$ cat src/rtl/con_pkg.sv
package con_pkg;
  // Register selected by the bus address
  typedef enum logic [2:0] {
    SEL_NONE,
    SEL_KSTAT,
    SEL_KDATA,
    SEL_DSTAT,
    SEL_DDATA,
    SEL_MCTL
  } con_sel_e;

  localparam int FLAG_BIT = 15;
endpackage

$ cat src/rtl/con_addr_dec.sv
module con_addr_dec
  import con_pkg::*;
#(
  parameter int AW = 16,
  parameter logic [AW-1:0] KSTAT_A = 16'hFE00,
  parameter logic [AW-1:0] KDATA_A = 16'hFE02,
  parameter logic [AW-1:0] DSTAT_A = 16'hFE04,
  parameter logic [AW-1:0] DDATA_A = 16'hFE06,
  parameter logic [AW-1:0] MCTL_A  = 16'hFFFE
) (
  input  logic [AW-1:0] addr,
  output con_sel_e      sel,
  output logic          hit
);
  always_comb begin
    unique case (addr)
      KSTAT_A: sel = SEL_KSTAT;
      KDATA_A: sel = SEL_KDATA;
      DSTAT_A: sel = SEL_DSTAT;
      DDATA_A: sel = SEL_DDATA;
      MCTL_A:  sel = SEL_MCTL;
      default: sel = SEL_NONE;
    endcase
  end

  assign hit = (sel != SEL_NONE);
endmodule

$ cat src/rtl/con_kbd.sv
module con_kbd #(
  parameter int BW = 8
) (
  input  logic          clk,
  input  logic          rst_n,
  input  logic          rx_valid,
  input  logic [BW-1:0] rx_data,
  input  logic          data_rd,
  output logic          ready,
  output logic [BW-1:0] data
);
  // An arriving byte wins over a clearing read in the same cycle
  always_ff @(posedge clk or negedge rst_n) begin
    if (!rst_n) begin
      ready <= 1'b0;
      data  <= '0;
    end else if (rx_valid) begin
      ready <= 1'b1;
      data  <= rx_data;
    end else if (data_rd) begin
      ready <= 1'b0;
    end
  end
endmodule

$ cat src/rtl/con_disp.sv
module con_disp #(
  parameter int BW = 8
) (
  input  logic          clk,
  input  logic          rst_n,
  input  logic          wr,
  input  logic [BW-1:0] wbyte,
  input  logic          tx_ready,
  output logic          tx_valid,
  output logic [BW-1:0] tx_data,
  output logic          ready
);
  logic          busy;
  logic [BW-1:0] held;

  // A write while busy is dropped so the presented byte stays stable
  always_ff @(posedge clk or negedge rst_n) begin
    if (!rst_n) begin
      busy <= 1'b0;
      held <= '0;
    end else if (busy) begin
      if (tx_ready) busy <= 1'b0;
    end else if (wr) begin
      busy <= 1'b1;
      held <= wbyte;
    end
  end

  assign tx_valid = busy;
  assign tx_data  = held;
  assign ready    = ~busy;
endmodule

$ cat src/rtl/con_mctl.sv
module con_mctl #(
  parameter int DW = 16,
  parameter logic [DW-1:0] RST_VAL = 16'h8000,
  parameter int RUN_BIT = 15
) (
  input  logic          clk,
  input  logic          rst_n,
  input  logic          wr,
  input  logic [DW-1:0] wdata,
  output logic [DW-1:0] word,
  output logic          run_en
);
  always_ff @(posedge clk or negedge rst_n) begin
    if (!rst_n)  word <= RST_VAL;
    else if (wr) word <= wdata;
  end

  assign run_en = word[RUN_BIT];
endmodule

$ cat src/rtl/console_mmio.sv
module console_mmio
  import con_pkg::*;
#(
  parameter int AW = 16,
  parameter int DW = 16,
  parameter int BW = 8,
  parameter logic [AW-1:0] KSTAT_A = 16'hFE00,
  parameter logic [AW-1:0] KDATA_A = 16'hFE02,
  parameter logic [AW-1:0] DSTAT_A = 16'hFE04,
  parameter logic [AW-1:0] DDATA_A = 16'hFE06,
  parameter logic [AW-1:0] MCTL_A  = 16'hFFFE
) (
  input  logic          clk,
  input  logic          rst_n,
  input  logic [AW-1:0] bus_addr,
  input  logic          bus_rd,
  input  logic          bus_wr,
  input  logic [DW-1:0] bus_wdata,
  output logic [DW-1:0] bus_rdata,
  output logic          mem_sel,
  input  logic          rx_valid,
  input  logic [BW-1:0] rx_data,
  output logic          tx_valid,
  input  logic          tx_ready,
  output logic [BW-1:0] tx_data,
  output logic          run_en
);
  localparam int PAD_W = DW - BW;
  localparam logic [DW-1:0] MCTL_RST = DW'(1) << FLAG_BIT;

  con_sel_e      sel;
  logic          hit;
  logic          kbd_rdy;
  logic [BW-1:0] kbd_byte;
  logic          disp_rdy;
  logic [DW-1:0] mctl_word;

  con_addr_dec #(
    .AW(AW), .KSTAT_A(KSTAT_A), .KDATA_A(KDATA_A),
    .DSTAT_A(DSTAT_A), .DDATA_A(DDATA_A), .MCTL_A(MCTL_A)
  ) u_dec (
    .addr(bus_addr), .sel(sel), .hit(hit)
  );

  con_kbd #(.BW(BW)) u_kbd (
    .clk(clk), .rst_n(rst_n),
    .rx_valid(rx_valid), .rx_data(rx_data),
    .data_rd(bus_rd && sel == SEL_KDATA),
    .ready(kbd_rdy), .data(kbd_byte)
  );

  con_disp #(.BW(BW)) u_disp (
    .clk(clk), .rst_n(rst_n),
    .wr(bus_wr && sel == SEL_DDATA),
    .wbyte(bus_wdata[BW-1:0]),
    .tx_ready(tx_ready), .tx_valid(tx_valid), .tx_data(tx_data),
    .ready(disp_rdy)
  );

  con_mctl #(.DW(DW), .RST_VAL(MCTL_RST), .RUN_BIT(FLAG_BIT)) u_mctl (
    .clk(clk), .rst_n(rst_n),
    .wr(bus_wr && sel == SEL_MCTL),
    .wdata(bus_wdata),
    .word(mctl_word), .run_en(run_en)
  );

  logic [DW-1:0] rd_mux;
  always_comb begin
    rd_mux = '0;
    case (sel)
      SEL_KSTAT: rd_mux[FLAG_BIT] = kbd_rdy;
      SEL_KDATA: rd_mux = {{PAD_W{1'b0}}, kbd_byte};
      SEL_DSTAT: rd_mux[FLAG_BIT] = disp_rdy;
      SEL_MCTL:  rd_mux = mctl_word;
      default:   rd_mux = '0;
    endcase
  end

  assign bus_rdata = bus_rd ? rd_mux : '0;
  assign mem_sel   = ~hit;
endmodule

$ cat config.mk
export PLATFORM = sky130hd
export DESIGN_NAME = console_mmio
export DESIGN_NICKNAME = d
export VERILOG_FILES = /design/src/rtl/con_pkg.sv /design/src/rtl/con_addr_dec.sv /design/src/rtl/con_kbd.sv /design/src/rtl/con_disp.sv /design/src/rtl/con_mctl.sv /design/src/rtl/console_mmio.sv
export SDC_FILE = /design/constraint.sdc
export NUM_CORES = 1
export LEC_CHECK = 0
export BUFFER_PORTS_ARGS = -buffer_cell sky130_fd_sc_hd__buf_4
export CAP_MARGIN = 30
export CORE_MARGIN = 8
export CORE_UTILIZATION = 49
export DETAILED_ROUTE_END_ITERATION = 12
export GPL_TIMING_DRIVEN = 0
export PLACE_DENSITY = 0.89
export SLEW_MARGIN = 10
export SYNTH_ARGS = -nofsm -noshare
export SYNTH_HDL_FRONTEND = slang
export SYNTH_SLANG_ARGS = --single-unit
$ cat constraint.sdc
create_clock -name clk -period 3.2 [get_ports clk]
set_clock_uncertainty 0.1 [all_clocks]
set_input_delay 0.16 -clock clk [delete_from_list [all_inputs] [get_ports clk]]
set_output_delay 0.16 -clock clk [all_outputs]
set_load 0.02 [all_outputs]
==> flow_metrics.py, run 1 <==
metrics = {
    "outcome": {
        "outcome": "completed",
    },
    "grt": {
        "grt_pass1_wl_um": 7910,
        "grt_pass1_vias": 1605,
        "grt-ovfl-total": 0,
        "grt_start_max_net_pins": 35,
        "gr-usage-all-layers_pct": 19.8,
        "antenna_found_initial": 0,
    },
    "logic_synthesis": {
        "ys_seq_elements": 34,
        "syn_area_per_cell_um2": 13.7,
        "synth_nets": 161,
        "synth_ff_type": "dfrtp_1",
        "synth_cells": 115,
        "ys_types": 30,
        "ys_seq_area_share_pct": 54.3,
        "synthesis.area_mm2": 0.00157,
        "yosysWarnings": 0,
        "yosysTopAreaCell": "dfrtp_1",
        "yosys.area.top_type_share_pct": 52.6,
        "async_reset_ff_share_pct": 100,
        "synth_area_leaders": "dfrtp_1 53%, mux2_2 23%, a22o_1 4.5%",
        "synth_edf_count": 0,
    },
    "placed_design": {
        "placement.io_buffers": 71,
        "gp_congestion": 0.846,
        "hpwl_um": 3400,
        "dpl-instance-area_mm2": 0.00216,
    },
    "run": {
        "max_cap_violations": 0,
    },
    "power_and_ir_drop": {
        "p_switching_mw": 0.176,
        "p_sw_share_pct": 23.0,
        "power_mw": 0.767,
        "power.ir.vdd_worst_v": 0.000248,
        "pwr-share-comb_pct": 13.8,
        "seqPwrFrac_pct": 58.0,
        "power_density_mw_per_mm2": 311,
        "internal_power_mw": 0.590,
        "p_clk_share_pct": 28.2,
        "p_leak_nw": 1.26,
    },
    "setup_path": {
        "cp_cell_sequence": "buf_4 -> nand4b_1 -> nor2_1 -> and3_1 -> clkbuf_1 -> clkbuf_1 -> a22o_1 -> buf_4",
        "cpPeakStageDelay_ns": 0.35,
        "crit_arrival_ns": 1.93,
        "critPathMaxFanout": 10,
        "crit_path_end_kind": "primary output",
        "path_delay_family": "buffers and inverters",
        "slowest_stage": "clkbuf_1",
        "crit_buf_inv": 4,
        "worst-setup-path-type": "in2out",
        "crit_path_start_kind": "primary input",
        "worstPathRequired_ns": 2.94,
    },
    "timing": {
        "hold_viol": 0,
        "maxSlewHeadroom_pct": 66.0,
        "fmaxAchievable_mhz": 457,
        "timing.final.crit_period_ns": 2.19,
        "min_period_over_period_pct": 68.3,
        "rsz0062_at_grt": "false",
        "setup_violations": 0,
        "final_max_slew_viol_count": 0,
        "finalSetupTns_ns": 0,
        "tightest_slew_ns": 0.510,
        "whs_ns": 0.170,
    },
    "floorplanning": {
        "coreArea_mm2": 0.00305,
        "initial_core_util_pct": 51.4,
        "die_w_um": 72.6,
        "die_y_um": 72.6,
        "die_area_mm2": 0.00527,
        "pin_count": 73,
        "rows": 20,
    },
    "cts": {
        "cts_buffers": 5,
        "cts_resized": 0,
        "holdBufCountCts": 26,
        "h-tree-depth": 2,
        "post_cts_buffers": 0,
        "cts_tree": "built",
        "clock_sinks": 34,
        "cts_root_buffer": "clkbuf_4",
        "clk_pin_slew_ns": 0.10,
        "clk_latency_ns": 0.33,
        "cts_max_path_buffers": 2,
    },
    "final_layout": {
        "fin_nets": 265,
        "num-fill-cells": 178,
        "diodes": 0,
        "syn2layout_area_growth_pct": 56.9,
        "fin_area_mm2": 0.00246,
        "drive_above_1_share_pct": 53.4,
    },
    "worst_hold_path": {
        "hp-class": "in2reg",
    },
    "route": {
        "first_iter_violations": 57,
        "ant_nets": 0,
        "wirelength_um": 4990,
        "vias": 1389,
        "first_pass_iters": 5,
        "viasPerCell": 5.28,
        "drc": 0,
        "wl_per_cell_um": 19.0,
    },
}
cell families (layout without fill, tap and decap cells):
family | count (synthesis) | count (layout) | share of synthesized area, %
XOR/XNOR | 1 | 1 | 0.558
buffers and inverters | 7 | 111 | 1.99
flip-flops | 34 | 34 | 54.3
AO/OA/AOI/OAI | 13 | 13 | 6.77
multiplexers | 32 | 32 | 22.9
AND/OR/NAND/NOR | 28 | 28 | 13.5
synth_stat cells (2+ instances only):
library cell  instances
dfrtp_1              33
mux2_2               32
a22o_1                8
and2_1                7
nor2_1                4
clkbuf_1              3
nand4_1               3
inv_1                 2
o21ai_0               2
metrics by stage:
| step | utilization, % | cells | worst slack [ns] |
|---|---|---|---|
| floorplan | - | 115 | 1.43 |
| global placement | 70.7 | 230 | 1.07 |
| detailed placement | 70.7 | 230 | 1.05 |
| CTS | 80.7 | 263 | 1.03 |
| global route | 80.7 | 263 | 0.809 |
| finish | 80.7 | 263 | 1.01 |
placed cells by master (no fill, tap or decap), drive strengths merged, types with 4 or more instances in the layout:
| cell | n |
|---|---|
| a22o | 8 |
| and2 | 7 |
| buf | 73 |
| clkbuf | 10 |
| dfrtp | 33 |
| dlygate4sd3 | 26 |
| mux2 | 32 |
| nand4 | 4 |
| nor2 | 4 |
power by group through the flow:
stage | clock network [mW] | logic (mW) | registers (mW)
2_1_floorplan | 0 | 0.0199 | 0.452
3_5_place_dp | 0 | 0.0780 | 0.453
6_report | 0.216 | 0.106 | 0.445
5_1_grt | 0.242 | 0.114 | 0.447
4_1_cts | 0.224 | 0.104 | 0.445
3_3_place_gp | 0 | 0.0744 | 0.453
routing by layer:
layer / global-route usage (%) / vias to the layer above / routed length [µm]
met5: 0 / - / 0
li1: - / 633 / -
met4: 12.4 / 0 / 199
met3: 8.10 / 18 / 387
met1: 19.3 / 679 / 1840
met2: 33.8 / 59 / 2560
flip-flops by register name, summed over array words and instances, names as in the netlist:
register / flops
u_disp.tx_data: 8
u_mctl.word: 16
u_kbd.data: 8
u_disp.tx_valid: 1
u_kbd.ready: 1
worst register-to-register path, cell delays in order, from the launching register on:
cell and delay (ns):
dfrtp_1 0.43, nor2b_1 0.23, nand4_4 0.23, mux2_2 0.36
path summary, 6_finish.rpt:
check,from,end,slack (ns),cells past startpoint
min in group asynchronous,rst_n,u_mctl.word[2],0.21,2
hold reg to reg,u_mctl.word[11],u_mctl.word[11],0.41,1
setup reg to reg,u_disp.tx_valid,u_disp.tx_data[4],1.74,3
setup / recovery,bus_addr[0],bus_rdata[7],1.01,8
max in group asynchronous,rst_n,u_mctl.word[15],2.46,2
hold / removal,bus_addr[1],u_disp.tx_valid,0.17,3
area by class of cell:
cell class / instances / area (µm²) / area share (%)
plain buffers: 5 / 23.8 / 0.965
repair buffers: 97 / 793 / 32.2
multi-input cells: 74 / 687 / 27.9
clock buffers: 7 / 45.0 / 1.83
flip-flops and latches: 34 / 852 / 34.6
inverters: 2 / 7.51 / 0.305
well taps: 44 / 55.1 / 2.23
Power figures use the tool's default switching activity.
==> inputs of run 2 (changes only) <==
Settings changed: CORE_UTILIZATION 49 to 46, PLACE_DENSITY 0.89 to 0.85.
Clock period 3.2 ns to 2.1 ns, I/O delays scaled along.
==> flow_metrics.py, run 2 (same netlist as run 1, synthesis figures left out) <==
metrics = {
    "floorplanning": {
        "die_area_mm2": 0.00554,
        "coreArea_mm2": 0.00331,
        "rows": 21,
        "die_w_um": 74.4,
        "die_y_um": 74.4,
        "pin_count": 73,
        "initial_core_util_pct": 47.4,
    },
    "final_layout": {
        "final_common_cell": "buf_4",
        "syn2layout_area_growth_pct": 57.4,
        "largest_register": "u_mctl.word",
        "stdcell_count": 266,
        "fin_nets": 265,
        "fin_area_mm2": 0.00247,
        "drive_above_1_share_pct": 53.6,
        "diodes": 0,
        "largest_register_ff_count": 16,
        "final_cell_mix": "72 x buf_4, 33 x dfrtp_1, 32 x mux2_2",
        "num-fill-cells": 241,
    },
    "worst_hold_path": {
        "min_path_cells": 3,
        "hp-class": "in2reg",
        "hold_start": "bus_addr[1]",
        "holdPathEnd": "u_disp.tx_valid",
    },
    "timing": {
        "whs_ns": 0.107,
        "tightest_slew_ns": 0.466,
        "min_period_over_period_pct": 94.3,
        "hold_viol": 0,
        "final_max_slew_viol_count": 0,
        "rsz0062_at_grt": "false",
        "fin_ws_ns": 0.120,
        "finalSetupTns_ns": 0,
        "maxSlewHeadroom_pct": 68.9,
        "setup_violations": 0,
        "timing.final.crit_period_ns": 1.98,
        "fmaxAchievable_mhz": 505,
    },
    "power_and_ir_drop": {
        "seqPwrFrac_pct": 57.9,
        "p_switching_mw": 0.266,
        "p_leak_nw": 1.26,
        "p_sw_share_pct": 22.7,
        "power_density_mw_per_mm2": 475,
        "p_clk_share_pct": 28.5,
        "pwr-share-comb_pct": 13.6,
        "internal_power_mw": 0.907,
        "power.ir.vdd_worst_v": 0.000446,
    },
    "route": {
        "drc": 0,
        "viasPerCell": 5.12,
        "wirelength_um": 4650,
        "ant_nets": 0,
        "first_iter_violations": 65,
        "wl_per_cell_um": 17.5,
        "first_pass_iters": 4,
        "vias": 1361,
    },
    "cts": {
        "post_cts_buffers": 0,
        "cts_root_buffer": "clkbuf_4",
        "cts_max_path_buffers": 2,
        "cts_tree": "built",
        "clk_latency_ns": 0.33,
        "cts_buffers": 5,
        "clock_sinks": 34,
        "h-tree-depth": 2,
        "clk_pin_slew_ns": 0.09,
    },
    "grt": {
        "antenna_found_initial": 0,
        "grt_pass1_wl_um": 7050,
        "grt-ovfl-total": 0,
        "grt_pass1_vias": 1464,
        "grt_start_max_net_pins": 35,
        "gr-usage-all-layers_pct": 17.1,
    },
    "setup_path": {
        "slowest_stage": "clkbuf_1",
        "cpPeakStageDelay_ns": 0.29,
        "r2r_start": "u_disp.tx_valid",
        "critPathMaxFanout": 10,
        "r2r_end": "u_disp.tx_data[7]",
        "crit_buf_inv": 4,
        "crit_path_end_kind": "primary output",
        "path_common_cell": "buf_4",
        "cp_cell_sequence": "buf_4 -> nand4b_1 -> nor2_1 -> and3_1 -> clkbuf_1 -> clkbuf_2 -> o32a_1 -> buf_4",
        "rr_worst_depth": 3,
        "crit_path_start_kind": "primary input",
        "worstPathRequired_ns": 1.89,
        "path_delay_family": "buffers and inverters",
        "crit_arrival_ns": 1.77,
        "r2r_slack_ns": 0.65,
        "worst-setup-path-type": "in2out",
    },
    "run": {
        "max_cap_violations": 0,
    },
    "placed_design": {
        "dp.cells": 232,
        "gp_congestion": 0.890,
        "pre_cts_ws_ns": 0.0441,
        "placement.io_buffers": 71,
        "dpl-instance-area_mm2": 0.00216,
        "hpwl_um": 3410,
    },
    "outcome": {
        "outcome": "completed",
    },
}
run 2: power by group through the flow:
stage | sequential (mW) | combinational, mW | clock (mW)
global placement | 0.690 | 0.113 | 0
detailed placement | 0.691 | 0.120 | 0
finish | 0.679 | 0.159 | 0.334
floorplan | 0.688 | 0.0303 | 0
global route | 0.681 | 0.171 | 0.379
CTS | 0.679 | 0.160 | 0.351
run 2: what timing repair did:
action                                 in CTS  in global routing
endpoints found under the hold margin      67                  0
setup endpoints to repair                   0                 10
hold buffers                               26                  0
resized for setup                           0                  2
run 2: stage by stage:
step                      power (mW)  util [%]
after global placement         0.803      65.3
after global routing            1.23      74.6
after CTS                       1.19      74.6
final                           1.17      74.6
after detailed placement       0.812      65.3
after floorplan                0.719         -
run 2: layer usage:
| layer | global-route usage, % | vias up | part of all wire, % |
|---|---|---|---|
| met5 | 0 | - | 0 |
| met4 | 5.22 | 0 | 0.86 |
| met3 | 7.41 | 5 | 9.4 |
| met2 | 31.9 | 61 | 53 |
| met1 | 16.2 | 663 | 37 |
| li1 | - | 632 | - |
run 2: worst max path at each step:
| stage | start | end | slack (ns) | cells past startpoint |
|---|---|---|---|---|
| finish | bus_addr[0] | bus_rdata[15] | 0.12 | 8 |
| detailed placement | bus_addr[0] | bus_rdata[15] | 0.04 | 8 |
| floorplan | bus_addr[8] | bus_rdata[0] | 0.44 | 5 |
| global placement | bus_addr[0] | bus_rdata[15] | 0.1 | 8 |
| global route | bus_addr[0] | bus_rdata[15] | 0.03 | 8 |
| CTS | bus_addr[0] | bus_rdata[15] | 0.04 | 8 |
run 2: tightest hold or removal path, delay by kind of cell:
family                 cells  cell delay, ns
buffers and inverters      1            0.14
AND/OR/NAND/NOR            1            0.14
AO/OA/AOI/OAI              1            0.11
run 2: layout make-up:
cell class                 count  area [µm²]  share of cell area [%]
clock buffer                   8        48.8                    1.97
multi-input combinational     74         687                    27.8
tap                           46        57.6                    2.33
timing repair buffer          97         793                    32.1
inverter                       2        7.51                   0.304
sequential                    34         852                    34.5
buffer                         5        25.0                    1.01
==> inputs of run 3 (changes only) <==
Settings changed: CORE_UTILIZATION 46 to 40, PLACE_DENSITY 0.85 to 0.79.
Clock period 2.1 ns to 1.8 ns, I/O delays scaled along.
==> flow_metrics.py, run 3 (same netlist as run 1, synthesis figures left out) <==
metrics = {
    "outcome": {
        "outcome": "finished with violations",
        "violations": "negative setup slack",
    },
    "cts": {
        "clk_pin_slew_ns": 0.07,
        "cts_buffers": 5,
        "h-tree-depth": 2,
        "clock_sinks": 34,
        "cts_tree": "built",
        "clk_latency_ns": 0.28,
        "cts_root_buffer": "clkbuf_8",
        "cts_max_path_buffers": 2,
    },
    "timing": {
        "fin_ws_ns": -0.000547,
        "hold_viol": 0,
        "final_max_slew_viol_count": 0,
        "rsz0062_at_grt": "true",
        "setup_violations": 1,
        "maxSlewHeadroom_pct": 67.0,
        "min_period_over_period_pct": 100,
        "fmaxAchievable_mhz": 555,
        "tightest_slew_ns": 0.494,
        "timing.final.crit_period_ns": 1.80,
    },
    "final_layout": {
        "fin_nets": 275,
        "syn2layout_area_growth_pct": 70.7,
        "final_common_cell": "buf_4",
        "num-fill-cells": 264,
        "drive_above_1_share_pct": 58.7,
        "fin_area_mm2": 0.00268,
        "final_cell_mix": "70 x buf_4, 33 x dfrtp_1, 32 x mux2_2",
        "largest_register": "u_mctl.word",
        "diodes": 0,
        "largest_register_ff_count": 16,
    },
    "setup_path": {
        "critPathMaxFanout": 2,
        "worst-setup-path-type": "in2out",
        "crit_path_start_kind": "primary input",
        "worstPathRequired_ns": 1.61,
        "crit_path_end_kind": "primary output",
        "cpPeakStageDelay_ns": 0.55,
        "crit_arrival_ns": 1.61,
        "slowest_stage": "or4_4",
        "cp_cell_sequence": "buf_6 -> or4_4 -> nor4_4 -> buf_4 -> buf_4 -> and3_2 -> o32a_1 -> buf_6",
    },
    "floorplanning": {
        "coreArea_mm2": 0.00372,
        "die_w_um": 78.7,
        "die_y_um": 78.7,
        "die_area_mm2": 0.00619,
        "rows": 22,
        "initial_core_util_pct": 42.3,
        "pin_count": 73,
    },
    "route": {
        "ant_nets": 0,
        "wl_per_cell_um": 18.5,
        "first_iter_violations": 34,
        "first_pass_iters": 4,
        "vias": 1396,
        "wirelength_um": 5140,
        "viasPerCell": 5.02,
        "drc": 0,
    },
    "power_and_ir_drop": {
        "p_leak_nw": 1.35,
        "power_density_mw_per_mm2": 580,
        "power_mw": 1.55,
        "power.ir.vdd_worst_v": 0.000436,
    },
    "grt": {
        "grt_start_max_net_pins": 35,
        "grt_pass1_vias": 1577,
        "antenna_found_initial": 0,
        "gr-usage-all-layers_pct": 16.3,
        "grt-ovfl-total": 0,
        "grt_pass1_wl_um": 8030,
    },
    "placed_design": {
        "placement.io_buffers": 71,
        "gp_congestion": 0.768,
        "hpwl_um": 3420,
        "dpl-instance-area_mm2": 0.00216,
    },
    "run": {
        "max_cap_violations": 0,
    },
    "worst_hold_path": {
        "hp-class": "in2reg",
    },
}
## run 3: metal layers
metal / routed length (µm) / vias to the layer above / GRT usage [%]
li1: - / 649 / -
met1: 1930 / 681 / 17.1
met2: 2780 / 54 / 29.9
met3: 286 / 12 / 4.44
met4: 140 / 0 / 6.85
met5: 0 / - / 0
## run 3: stage by stage
stage	setup TNS, ns	util [%]	setup WS (ns)	hold WS, ns	cells
3_5_place_dp	-4.41	58.2	-0.284	-0.0444	234
4_1_cts	-0.457	69.5	-0.0679	0.141	272
6_report	-0.000547	72.1	-0.000547	0.157	278
5_1_grt	-0.347	72.1	-0.0541	0.164	278
2_1_floorplan	0	-	0.167	-0.306	115
3_3_place_gp	-2.78	58.2	-0.216	-0.0518	234
## run 3: power by group
part	internal, mW	switching (mW)
clock network	0.308	0.258
registers	0.782	0.00958
logic	0.127	0.0683
## run 3: final timing paths
| check | to | cells after the start | slack [ns] | from |
|---|---|---|---|---|
| hold reg to reg | u_mctl.word[12] | 1 | 0.41 | u_mctl.word[12] |
| hold / removal | u_disp.tx_valid | 3 | 0.16 | bus_addr[1] |
| setup / recovery | bus_rdata[15] | 8 | -0.0005 | bus_addr[8] |
| min in group asynchronous | u_disp.tx_data[1] | 2 | 0.19 | rst_n |
| setup reg to reg | u_disp.tx_data[4] | 5 | 0.13 | u_disp.tx_valid |
| max in group asynchronous | u_mctl.word[15] | 2 | 1.08 | rst_n |
## run 3: cell type report
type / count / area, µm² / area share [%]
multi-input cells: 74 / 721 / 26.9
clock buffers: 7 / 86.3 / 3.22
clock inverters: 1 / 5.00 / 0.187
repair buffers: 108 / 921 / 34.4
plain buffers: 4 / 27.5 / 1.03
well taps: 48 / 60.1 / 2.24
inverters: 2 / 7.51 / 0.280
flip-flops and latches: 34 / 852 / 31.8
## run 3: critical path: cells and delay by family
kind                   cells  cell delay, ns
and+or+nand+nor            3            0.87
AOI/OAI and AO/OA          1            0.18
buffers and inverters      4            0.47
## run 3: repair_timing
item	CTS	global route
setup buffers	4	6
setup endpoints to repair	16	18
hold buffers	26	0
resized for setup	11	12
endpoints found under the hold margin	67	0
gates cloned	1	0
pin swaps	5	11
